--- config.mk ---
export PLATFORM = sky130hd
export DESIGN_NAME = flash_boot_copier
export DESIGN_NICKNAME = d
export VERILOG_FILES = /design/src/rtl/flash_boot_pkg.sv /design/src/rtl/flash_spi_shifter.sv /design/src/rtl/flash_boot_seq.sv /design/src/rtl/flash_boot_sram_wr.sv /design/src/rtl/flash_boot_copier.sv
export SDC_FILE = /design/constraint.sdc
export NUM_CORES = 1
export LEC_CHECK = 0
export ABC_AREA = 1
export BUFFER_PORTS_ARGS = -buffer_cell sky130_fd_sc_hd__buf_4
export CAP_MARGIN = 25
export CORE_UTILIZATION = 39
export DETAILED_ROUTE_END_ITERATION = 8
export GPL_TIMING_DRIVEN = 0
export SYNTH_ARGS = -nofsm -noshare
export SYNTH_HDL_FRONTEND = slang
export SYNTH_SLANG_ARGS = --single-unit
--- constraint.sdc ---
create_clock -name clk_i -period 4.9 [get_ports clk_i]
set_clock_uncertainty 0.15 [all_clocks]
set_input_delay 0.245 -clock clk_i [delete_from_list [all_inputs] [get_ports clk_i]]
set_output_delay 0.245 -clock clk_i [all_outputs]
set_load 0.01 [all_outputs]
--- src/rtl/flash_boot_pkg.sv ---
package flash_boot_pkg;
  localparam int unsigned HDR_BYTES = 4;
  localparam logic [7:0] READ_CMD = 8'h03;
  localparam logic [23:0] SRC_ADDR = 24'h000000;

  typedef enum logic [1:0] {
    SEQ_START,
    SEQ_XFER,
    SEQ_LAST,
    SEQ_DONE
  } seq_state_e;

  // header byte sent at position idx of the transaction
  function automatic logic [7:0] hdr_byte(input logic [31:0] idx);
    case (idx)
      32'd0:   hdr_byte = READ_CMD;
      32'd1:   hdr_byte = SRC_ADDR[23:16];
      32'd2:   hdr_byte = SRC_ADDR[15:8];
      32'd3:   hdr_byte = SRC_ADDR[7:0];
      default: hdr_byte = 8'h00;
    endcase
  endfunction
endpackage

--- src/rtl/flash_spi_shifter.sv ---
module flash_spi_shifter #(
  parameter int unsigned HALF_DIV = 2
) (
  input  logic       clk_i,
  input  logic       rst_ni,
  input  logic       start_i,
  input  logic [7:0] tx_i,
  input  logic       miso_i,
  output logic       sck_o,
  output logic       mosi_o,
  output logic       done_o,
  output logic [7:0] rx_o
);
  localparam int unsigned DIV_W = $clog2(HALF_DIV + 1);
  localparam logic [DIV_W-1:0] DIV_END = DIV_W'(HALF_DIV - 1);

  logic             busy_q;
  logic             sck_q;
  logic             smp_q;
  logic             done_q;
  logic [DIV_W-1:0] div_q;
  logic [2:0]       bit_q;
  logic [7:0]       sh_q;
  logic [7:0]       rx_q;

  always_ff @(posedge clk_i or negedge rst_ni) begin
    if (!rst_ni) begin
      busy_q <= 1'b0;
      sck_q  <= 1'b0;
      smp_q  <= 1'b0;
      done_q <= 1'b0;
      div_q  <= '0;
      bit_q  <= '0;
      sh_q   <= '0;
      rx_q   <= '0;
    end else begin
      done_q <= 1'b0;
      if (!busy_q) begin
        if (start_i) begin
          busy_q <= 1'b1;
          sh_q   <= tx_i;
          div_q  <= '0;
          bit_q  <= '0;
          sck_q  <= 1'b0;
        end
      end else if (div_q == DIV_END) begin
        div_q <= '0;
        if (!sck_q) begin
          sck_q <= 1'b1;
          smp_q <= miso_i;  // sample on rising edge
        end else begin
          sck_q <= 1'b0;
          sh_q  <= {sh_q[6:0], smp_q};  // next MOSI bit after falling edge
          if (bit_q == 3'd7) begin
            busy_q <= 1'b0;
            done_q <= 1'b1;
            rx_q   <= {sh_q[6:0], smp_q};
          end else begin
            bit_q <= bit_q + 3'd1;
          end
        end
      end else begin
        div_q <= div_q + DIV_W'(1);
      end
    end
  end

  assign sck_o  = sck_q;
  assign mosi_o = sh_q[7];
  assign done_o = done_q;
  assign rx_o   = rx_q;

  p_sck_idle_low_r2: assert property (@(posedge clk_i) disable iff (!rst_ni)
    !busy_q |-> !sck_q);
  p_start_only_idle_r2: assert property (@(posedge clk_i) disable iff (!rst_ni)
    start_i |-> !busy_q);
  p_done_after_busy_r2: assert property (@(posedge clk_i) disable iff (!rst_ni)
    $rose(done_q) |-> $fell(busy_q));
endmodule

--- src/rtl/flash_boot_seq.sv ---
module flash_boot_seq
  import flash_boot_pkg::*;
#(
  parameter int unsigned COPY_LEN = 4096
) (
  input  logic       clk_i,
  input  logic       rst_ni,
  input  logic       enable_i,
  input  logic       byte_done_i,
  output logic       start_o,
  output logic [7:0] tx_o,
  output logic       cs_no,
  output logic       wr_o,
  output logic       done_o
);
  localparam int unsigned TOTAL = COPY_LEN + HDR_BYTES;
  localparam int unsigned CNT_W = $clog2(TOTAL + 1);
  localparam logic [CNT_W-1:0] CNT_LAST = CNT_W'(TOTAL - 1);
  localparam logic [CNT_W-1:0] CNT_HDR  = CNT_W'(HDR_BYTES);
  localparam bit HAS_DATA = (COPY_LEN != 0);

  seq_state_e       state_q;
  logic [CNT_W-1:0] cnt_q;
  logic             start_q;
  logic [7:0]       tx_q;
  logic             cs_q;

  always_ff @(posedge clk_i or negedge rst_ni) begin
    if (!rst_ni) begin
      state_q <= SEQ_START;
      cnt_q   <= '0;
      start_q <= 1'b0;
      tx_q    <= '0;
      cs_q    <= 1'b1;
    end else begin
      start_q <= 1'b0;
      case (state_q)
        SEQ_START: begin
          // enable is taken only here
          if (enable_i && HAS_DATA) begin
            state_q <= SEQ_XFER;
            cs_q    <= 1'b0;
            start_q <= 1'b1;
            tx_q    <= hdr_byte(32'd0);
            cnt_q   <= '0;
          end else begin
            state_q <= SEQ_DONE;
          end
        end
        SEQ_XFER: begin
          if (byte_done_i) begin
            if (cnt_q == CNT_LAST) begin
              state_q <= SEQ_LAST;
              cs_q    <= 1'b1;
            end else begin
              cnt_q   <= cnt_q + CNT_W'(1);
              start_q <= 1'b1;
              tx_q    <= hdr_byte(32'(cnt_q) + 32'd1);
            end
          end
        end
        SEQ_LAST: state_q <= SEQ_DONE;
        default:  state_q <= SEQ_DONE;
      endcase
    end
  end

  assign wr_o    = (state_q == SEQ_XFER) && byte_done_i && (cnt_q >= CNT_HDR);
  assign start_o = start_q;
  assign tx_o    = tx_q;
  assign cs_no   = cs_q;
  assign done_o  = (state_q == SEQ_DONE);

  p_done_sticky_r5: assert property (@(posedge clk_i) disable iff (!rst_ni)
    done_o |=> done_o);
  p_cs_release_last_r4: assert property (@(posedge clk_i) disable iff (!rst_ni)
    $rose(cs_q) |-> state_q == SEQ_LAST);
  p_no_start_after_done_r5: assert property (@(posedge clk_i) disable iff (!rst_ni)
    done_o |-> !start_q);
endmodule

--- src/rtl/flash_boot_sram_wr.sv ---
module flash_boot_sram_wr #(
  parameter int unsigned ADDR_W    = 16,
  parameter int unsigned SRAM_BASE = 0,
  parameter int unsigned COPY_LEN  = 4096
) (
  input  logic              clk_i,
  input  logic              rst_ni,
  input  logic              wr_i,
  input  logic [7:0]        data_i,
  output logic [ADDR_W-1:0] addr_o,
  output logic [7:0]        data_o,
  output logic              we_o
);
  localparam int unsigned IDX_W = $clog2(COPY_LEN + 2);
  localparam logic [ADDR_W-1:0] BASE = ADDR_W'(SRAM_BASE);

  logic [IDX_W-1:0]  idx_q;
  logic [ADDR_W-1:0] addr_q;
  logic [7:0]        data_q;
  logic              we_q;

  always_ff @(posedge clk_i or negedge rst_ni) begin
    if (!rst_ni) begin
      idx_q  <= '0;
      addr_q <= '0;
      data_q <= '0;
      we_q   <= 1'b0;
    end else begin
      we_q <= wr_i;
      if (wr_i) begin
        addr_q <= BASE + ADDR_W'(idx_q);
        data_q <= data_i;
        idx_q  <= idx_q + IDX_W'(1);
      end
    end
  end

  assign addr_o = addr_q;
  assign data_o = data_q;
  assign we_o   = we_q;

  p_wr_in_range_r3: assert property (@(posedge clk_i) disable iff (!rst_ni)
    wr_i |-> idx_q < IDX_W'(COPY_LEN));
  p_we_single_r3: assert property (@(posedge clk_i) disable iff (!rst_ni)
    we_q |=> !we_q);
endmodule

--- src/rtl/flash_boot_copier.sv ---
module flash_boot_copier #(
  parameter int unsigned ADDR_W    = 16,
  parameter int unsigned SRAM_BASE = 0,
  parameter int unsigned COPY_LEN  = 4096,
  parameter int unsigned HALF_DIV  = 2
) (
  input  logic              clk_i,
  input  logic              rst_ni,
  input  logic              enable_i,
  output logic              spi_sck_o,
  output logic              spi_cs_no,
  output logic              spi_mosi_o,
  input  logic              spi_miso_i,
  output logic [ADDR_W-1:0] sram_addr_o,
  output logic [7:0]        sram_data_o,
  output logic              sram_we_o,
  output logic              done_o,
  output logic              cpu_rst_no
);
  logic       start;
  logic [7:0] tx_byte;
  logic [7:0] rx_byte;
  logic       byte_done;
  logic       wr;
  logic       done;

  flash_boot_seq #(.COPY_LEN(COPY_LEN)) i_seq (
    .clk_i       (clk_i),
    .rst_ni      (rst_ni),
    .enable_i    (enable_i),
    .byte_done_i (byte_done),
    .start_o     (start),
    .tx_o        (tx_byte),
    .cs_no       (spi_cs_no),
    .wr_o        (wr),
    .done_o      (done)
  );

  flash_spi_shifter #(.HALF_DIV(HALF_DIV)) i_shifter (
    .clk_i   (clk_i),
    .rst_ni  (rst_ni),
    .start_i (start),
    .tx_i    (tx_byte),
    .miso_i  (spi_miso_i),
    .sck_o   (spi_sck_o),
    .mosi_o  (spi_mosi_o),
    .done_o  (byte_done),
    .rx_o    (rx_byte)
  );

  flash_boot_sram_wr #(
    .ADDR_W    (ADDR_W),
    .SRAM_BASE (SRAM_BASE),
    .COPY_LEN  (COPY_LEN)
  ) i_sram_wr (
    .clk_i  (clk_i),
    .rst_ni (rst_ni),
    .wr_i   (wr),
    .data_i (rx_byte),
    .addr_o (sram_addr_o),
    .data_o (sram_data_o),
    .we_o   (sram_we_o)
  );

  assign done_o     = done;
  assign cpu_rst_no = done;

  p_cs_idle_sck_r4: assert property (@(posedge clk_i) disable iff (!rst_ni)
    spi_cs_no |-> !spi_sck_o);
  p_no_write_after_done_r5: assert property (@(posedge clk_i) disable iff (!rst_ni)
    done_o |-> !sram_we_o);
  p_cs_high_done_r4: assert property (@(posedge clk_i) disable iff (!rst_ni)
    done_o |-> spi_cs_no);
  p_write_while_busy_r3: assert property (@(posedge clk_i) disable iff (!rst_ni)
    sram_we_o |-> !done_o && !cpu_rst_no);
endmodule

==> flow_summary.yaml, run 1 <==
cells_and_area:
  finalNonFillerCells: 577
  diodes: 0
  post-route-util_pct: 47.71
  drive_above_1_share_pct: 18.34
  fin_nets: 474
  syn2layout_area_growth_pct: 16.66
setup_path:
  r2r-start: "i_shifter.bit_q[0]$_DFFE_PN0P_"
  slowest_delay_ns: 0.41
  critical_path_class: "flop to flop"
  critPathArrivalTime_ns: 1.97
  cp-end-kind: "flop"
  cp_data_required_time_ns: 4.99
  cp_common_cell: "ha_1"
  critPathMaxFanout: 10
  crit_start: "i_shifter.bit_q[0]$_DFFE_PN0P_"
  critical_path.cell_chain: "ha_1, ha_1, inv_1, nor4_4, inv_2, buf_2, nand2_1, o21ai_1"
  reg2reg_slack_ns: 3.02
  cp-start-kind: "flop"
  critPathSlowestCell: "nor4_4"
logic_synthesis:
  ys_warn_count: 0
  ys_seq_area_share_pct: 53.72
  yosysTopAreaCellShare_pct: 52.99
  synthAdderAreaFrac_pct: 2.065
  ys_top_cells_by_area: "dfrtp_1, nand2_1, inv_1"
  synth_top_family_by_area: "simple AND/OR/NAND/NOR gates"
  yosys.area_share.simple_pct: 22.78
  synthCells: 418
  syn_area_mm2: 0.003636
  synth_area_per_cell_um2: 8.699
  synthMuxAreaShare_pct: 0
  synth_compound_area_share_pct: 9.291
  synth.distinct_cells: 29
  synth_xor_area_share_pct: 3.613
  synth_top_cell_by_area: "dfrtp_1"
  synth_seq_cells: 78
power:
  max-vdd-ir-drop_mv: 0.1436
  swShare_pct: 24.63
  p_seq_share_pct: 56.8
  clkPwrFrac_pct: 40.7
  p_leak_nw: 2.190
  p_sw_uw: 283.4
  total_power_mw: 1.151
  intPower_uw: 867.3
  comb_power_share_pct: 2.5
  power.density_mw_per_mm2: 271.3
sta:
  maxSlewViolCount: 0
  min_period_over_period_pct: 38.41
  fmax_mhz: 531.3
  rsz0062_at_grt: "false"
  setup_tns_ns: 0
  hold_violations: 0
  finalCriticalPeriod_ns: 1.882
  timing.hold.ws_ns: 0.09475
  setup_violations: 0
drt:
  viasPerCell: 4.707
  wl_per_cell_um: 11.59
  drc: 0
  vias: 2716
  postRouteAntennaNets: 0
  highest_layer: "met4"
  firstDrtPassIters: 5
  routed-wl-met3_um: 189
  totalWireLength_um: 6690
  drt_iter0_drc: 82
  wl_met2_um: 3064
  wl_met1_um: 3328
place:
  port-buffer-count: 30
  gp_congestion: 0.8653
  dp.cells: 558
  dpl.hpwl_um: 4761
global_routing:
  grt.overflow.total: 0
  antenna_found_initial: 0
  grt_max_degree: 79
  grt_pass1_vias: 2578
  grt_pass1_wl_um: 11990
  grt.total_usage_pct: 15.64
die:
  die_h_um: 98.56
  coreArea_mm2: 0.008891
  die_width_um: 98.56
  rows: 34
  die_area_mm2: 0.009713
  start_util_pct: 40.90
  ios: 34
clock_network:
  cts_setup_buffers: 0
  htree_levels: 3
  numCtsBuffers: 9
  cts_root_buf: "clkbuf_8"
  cts_buffer_depth: 2
  tritoncts: "done"
  numClockSinks: 78
  insertion_delay_ns: 0.35
  clk_pin_slew_ns: 0.09
status:
  status: "completed"
worst_hold_path:
  min_from: "enable_i"
  min_path_type: "primary input to flop"
flow_run:
  cap_violations: 0
==> final timing paths <==
path	depth (start not counted)	endpoint
min reg2reg	2	i_sram_wr.data_o[3]$_DFFE_PN0P_
max in group asynchronous	3	i_shifter.smp_q$_DFFE_PN0P_
max reg2reg	8	i_shifter.rx_o[3]$_DFFE_PN0P_
min	4	i_seq.state_q[1]$_DFFE_PN0P_
max	8	i_shifter.rx_o[3]$_DFFE_PN0P_
min in group asynchronous	2	i_sram_wr.addr_o[6]$_DFFE_PN0P_
==> power groups by stage <==
stage	clock (mW)	combinational (mW)	sequential, mW
2_1_floorplan	0	0.00934	0.666
3_3_place_gp	0	0.0264	0.666
3_5_place_dp	0	0.0267	0.666
4_1_cts	0.487	0.0281	0.654
5_1_grt	0.514	0.0345	0.655
6_report	0.468	0.0293	0.653
==> worst max-delay path, delay by kind of cell, from the launching register on <==
family	cells	cell delay, ns
adder cells (fa/ha/maj)	2	0.33
AND/OR/NAND/NOR	2	0.48
buffers and inverters	3	0.38
flip-flops	1	0.38
AO/OA/AOI/OAI	1	0.05
==> synthesized netlist by cell type <==
| library cell | number |
|---|---|
| buf_6 | 3 |
| a21oi_2 | 2 |
| nand2_2 | 3 |
| dfrtp_1 | 77 |
| nor4_4 | 1 |
| o21ai_2 | 2 |
| ha_1 | 6 |
| inv_1 | 47 |
| nor2_1 | 20 |
| xor2_1 | 15 |
| nor3_1 | 7 |
| o22ai_1 | 2 |
| inv_2 | 6 |
| dfstp_2 | 1 |
| o21ai_1 | 20 |
| nor2_2 | 5 |
| nand2_1 | 116 |
| buf_1 | 1 |
| nor3_2 | 3 |
| a21oi_1 | 4 |
| nor2_4 | 2 |
| o21ai_0 | 31 |
| buf_2 | 5 |
| nand4_1 | 5 |
| nand3_1 | 24 |
| conb_1 | 1 |
| o31ai_1 | 2 |
| buf_4 | 6 |
| nand3b_1 | 1 |
==> state kept, by name, indices dropped and copies added (netlist names), 2 cells and up <==
signal,cells
i_seq.state_q,2
i_shifter.rx_o,8
i_shifter.div_q,2
i_shifter.bit_q,3
i_sram_wr.idx_q,13
i_sram_wr.addr_o,13
i_shifter.sh_q,8
i_sram_wr.data_o,8
i_seq.cnt_q,13
==> cells by family after synthesis <==
kind of cell | after synthesis
AO/OA/AOI/OAI | 63
XOR/XNOR | 15
adder cells (fa/ha/maj) | 6
buffers and inverters | 68
flip-flops | 78
other | 1
AND/OR/NAND/NOR | 187
==> metal layers <==
layer,vias up,global-route usage (%)
li1,1412,-
met1,1262,21.38
met2,32,24.32
met3,10,3.617
met4,0,5.855
met5,-,0
==> cells in the final DEF, fill, tap and decap left out, types with 2 or more instances in the layout <==
cell type,n
a21oi_1,4
a21oi_2,2
buf_2,5
buf_4,36
buf_6,3
clkbuf_8,10
clkinvlp_4,2
conb_1,3
dfrtp_1,77
dlygate4sd3_1,2
ha_1,6
inv_1,47
inv_2,6
inv_6,3
nand2_1,116
nand2_2,3
nand3_1,24
nand4_1,5
nor2_1,20
nor2_2,5
nor2_4,2
nor3_1,7
nor3_2,3
o21ai_0,31
o21ai_1,20
o21ai_2,2
o22ai_1,2
o31ai_1,2
xor2_1,15
==> area by class of cell <==
cell class | instances | area (um^2)
fillers | 865 | 4649
flip-flops and latches | 78 | 1953
multi-input cells | 274 | 1384
repair buffers | 33 | 272.8
inverters | 53 | 198.9
clock buffers | 10 | 137.6
well taps | 108 | 135.1
plain buffers | 15 | 107.6
clock inverters | 6 | 52.55
==> per-stage QoR <==
| step | instance area (um^2) | worst slack, ns |
|---|---|---|
| 3_3_place_gp | 4004 | 3.047 |
| 4_1_cts | 4214 | 2.989 |
| 2_1_floorplan | 3643 | 3.225 |
| 3_5_place_dp | 4004 | 3.010 |
| 5_1_grt | 4242 | 2.821 |
| 6_report | 4242 | 3.018 |
==> repair_timing <==
item	in CTS	in global routing
gates resized for setup	0	0
hold buffers	2	0
hold endpoints to repair	78	0
(Power assumes the default switching activity.)
==> run 2, diff against run 1 <==
Settings changed: ABC_AREA 1 to 0.
Clock period 4.9 ns to 1.8 ns, I/O delays scaled along.
==> run 2 against run 1 <==
Against the previous run: cell count down 1.7%; combinational power rose to 2.7 times the previous value; synthesized area shrank 1.6%; synthesized cell count fell by 12%; non-clock buffer count up 43; the flow now finishes with violations (DRC, setup timing); critical path type unchanged; clock power rose to 2.7 times the previous value; flip-flop and latch count is the same; register-to-register slack worse by 3.4 ns; fmax down 12%; total power grew to 2.7 times the previous value; via count grew 6.3%; core utilization increased by 9.2 points.
==> flow_summary.yaml, run 2 <==
status:
  status: "complete, but fails checks"
  failed_checks: "DRC, setup timing"
clock_network:
  cts_buffer_depth: 2
  numCtsBuffers: 9
  cts_root_buf: "clkbuf_8"
  htree_levels: 3
  insertion_delay_ns: 0.36
  numClockSinks: 78
  tritoncts: "done"
  clk_pin_slew_ns: 0.09
logic_synthesis:
  ys_top_cells_by_area: "dfrtp_1, nand2_1, o21ai_0"
  ys_seq_area_share_pct: 54.58
  synth_top_cell_by_area: "dfrtp_1"
  ys_warn_count: 0
  synthCells: 369
  synth_seq_cells: 78
  synth_most_common_cell: "nand2_1"
  ys_top_cells_by_count: "nand2_1, dfrtp_1, o21ai_0"
  synth.distinct_cells: 42
  synth_area_per_cell_um2: 9.698
  syn_area_mm2: 0.003578
  synth-main-ff-cell: "dfrtp_1"
  synth_edf_count: 0
  yosysTopAreaCellShare_pct: 53.85
  async_reset_ff_share_pct: 100.0
sta:
  fmax_mhz: 466.4
  maxSlewViolCount: 0
  min_period_over_period_pct: 119.1
  tightest_slew_ns: 0.5540
  finalCriticalPeriod_ns: 2.144
  timing.hold.ws_ns: 0.3164
  rsz0062_at_grt: "true"
  hold_violations: 0
  maxSlewHeadroom_pct: 63.07
  setup_violations: 53
  worst_slack_ns: -0.3442
cells_and_area:
  drive_above_1_share_pct: 43.14
  syn2layout_area_growth_pct: 40.10
  final_cell_mix: "dfrtp_1, nand2_1, buf_4"
  fillers: 756
  diodes: 0
  fin_nets: 464
  layout_commonest_cell: "dfrtp_1"
  design_area_mm2: 0.005014
drt:
  drc: 6
  vias: 2886
  wl_per_cell_um: 13.97
  postRouteAntennaNets: 0
  totalWireLength_um: 7920
  viasPerCell: 5.090
  firstDrtPassIters: 7
  drt_iter0_drc: 108
global_routing:
  antenna_found_initial: 0
  grt_pass1_wl_um: 12910
  grt.total_usage_pct: 17.01
  grt_max_degree: 79
  grt.overflow.total: 0
  grt_pass1_vias: 2641
setup_path:
  cp_data_required_time_ns: 1.91
  reg2reg_slack_ns: -0.34
  r2r-start: "i_seq.cnt_q[4]$_DFFE_PN0P_"
  critPathArrivalTime_ns: 2.26
  cp-start-kind: "flop"
  critical_path_class: "flop to flop"
  cp-end-kind: "flop"
  critPathMaxFanout: 7
  crit_start: "i_seq.cnt_q[4]$_DFFE_PN0P_"
worst_hold_path:
  min_from: "i_seq.cs_no$_DFFE_PN1P_"
  min_path_type: "flop to flop"
die:
  die_area_mm2: 0.009563
  ios: 34
  coreArea_mm2: 0.008806
  start_util_pct: 40.64
  die_width_um: 97.79
  die_h_um: 97.79
  rows: 34
place:
  gp_congestion: 0.7880
  postPlaceCellArea_mm2: 0.004020
  port-buffer-count: 30
  dpl.hpwl_um: 4471
flow_run:
  cap_violations: 0
power:
  max-vdd-ir-drop_mv: 0.3144
  power.density_mw_per_mm2: 623.6
  p_leak_nw: 2.388
## run 2: critical path, cell delays in order, from the launching register on
cell	delay, ns
dfrtp_1	0.41
or4_4	0.59
o41ai_4	0.23
buf_6	0.19
and2_4	0.19
clkbuf_16	0.16
buf_4	0.11
inv_2	0.02
## run 2: stage by stage
stage	setup WS [ns]	utilization, %	power [mW]	setup TNS [ns]	cells
after floorplan	-0.2751	-	1.837	-11.12	371
after global routing	-0.4014	56.93	3.261	-16.84	567
after detailed placement	-0.5798	45.65	1.885	-25.81	509
after CTS	-0.3648	52.80	3.157	-13.74	550
final	-0.3442	56.93	3.127	-13.24	567
after global placement	-0.5836	45.65	1.884	-25.02	509
## run 2: kinds of logic after synthesis
kind of cell,share of synthesized area (%)
simple gates,23.18
mux,3.147
fa+ha+maj,2.098
flops,54.58
buf+inv,3.531
compound gates,9.930
xor+xnor,3.427
other cells,0.1048
## run 2: metal layers
layer  global-route usage (%)  vias up  wire length, um
met5                        0        -                0
met4                    6.410        0               73
met3                    3.937        8              264
met2                    25.97       52             3787
met1                    23.66     1411             3795
li1                         -     1415                -
## run 2: where the power goes
| part | internal (mW) | total (mW) | switching [mW] |
|---|---|---|---|
| combinational | 0.0319 | 0.0788 | 0.0469 |
| sequential | 1.77 | 1.78 | 0.0141 |
| clock | 0.529 | 1.26 | 0.735 |
## run 2: timing repair
item | in CTS | in global routing
pin swaps | 42 | 24
buffers inserted | 20 | 16
setup endpoints to repair | 61 | 68
hold buffers | 3 | 1
gates cloned | 3 | 2
resized for setup | 67 | 53
hold endpoints to repair | 82 | 9
## run 2: area by class of cell
class                   instances  area, um^2  area share, %
plain buffers                  16       170.2          3.394
inverters                       9       46.29         0.9234
well taps                     108       135.1          2.695
clock inverters                 7       62.56          1.248
clock buffers                   9       123.9          2.471
repair buffers                 75       705.7          14.08
flip-flops and latches         78        1963          39.16
multi-input cells             265        1807          36.04
## run 2: path summary, 6_finish.rpt
path,to,cells after the start
setup reg to reg,i_seq.start_o$_DFF_PN0_,7
max in group asynchronous,i_seq.cs_no$_DFFE_PN1P_,4
setup / recovery,i_seq.start_o$_DFF_PN0_,7
hold / removal,i_seq.cs_no$_DFFE_PN1P_,2
hold reg to reg,i_seq.cs_no$_DFFE_PN1P_,2
min in group asynchronous,i_sram_wr.data_o[3]$_DFFE_PN0P_,3
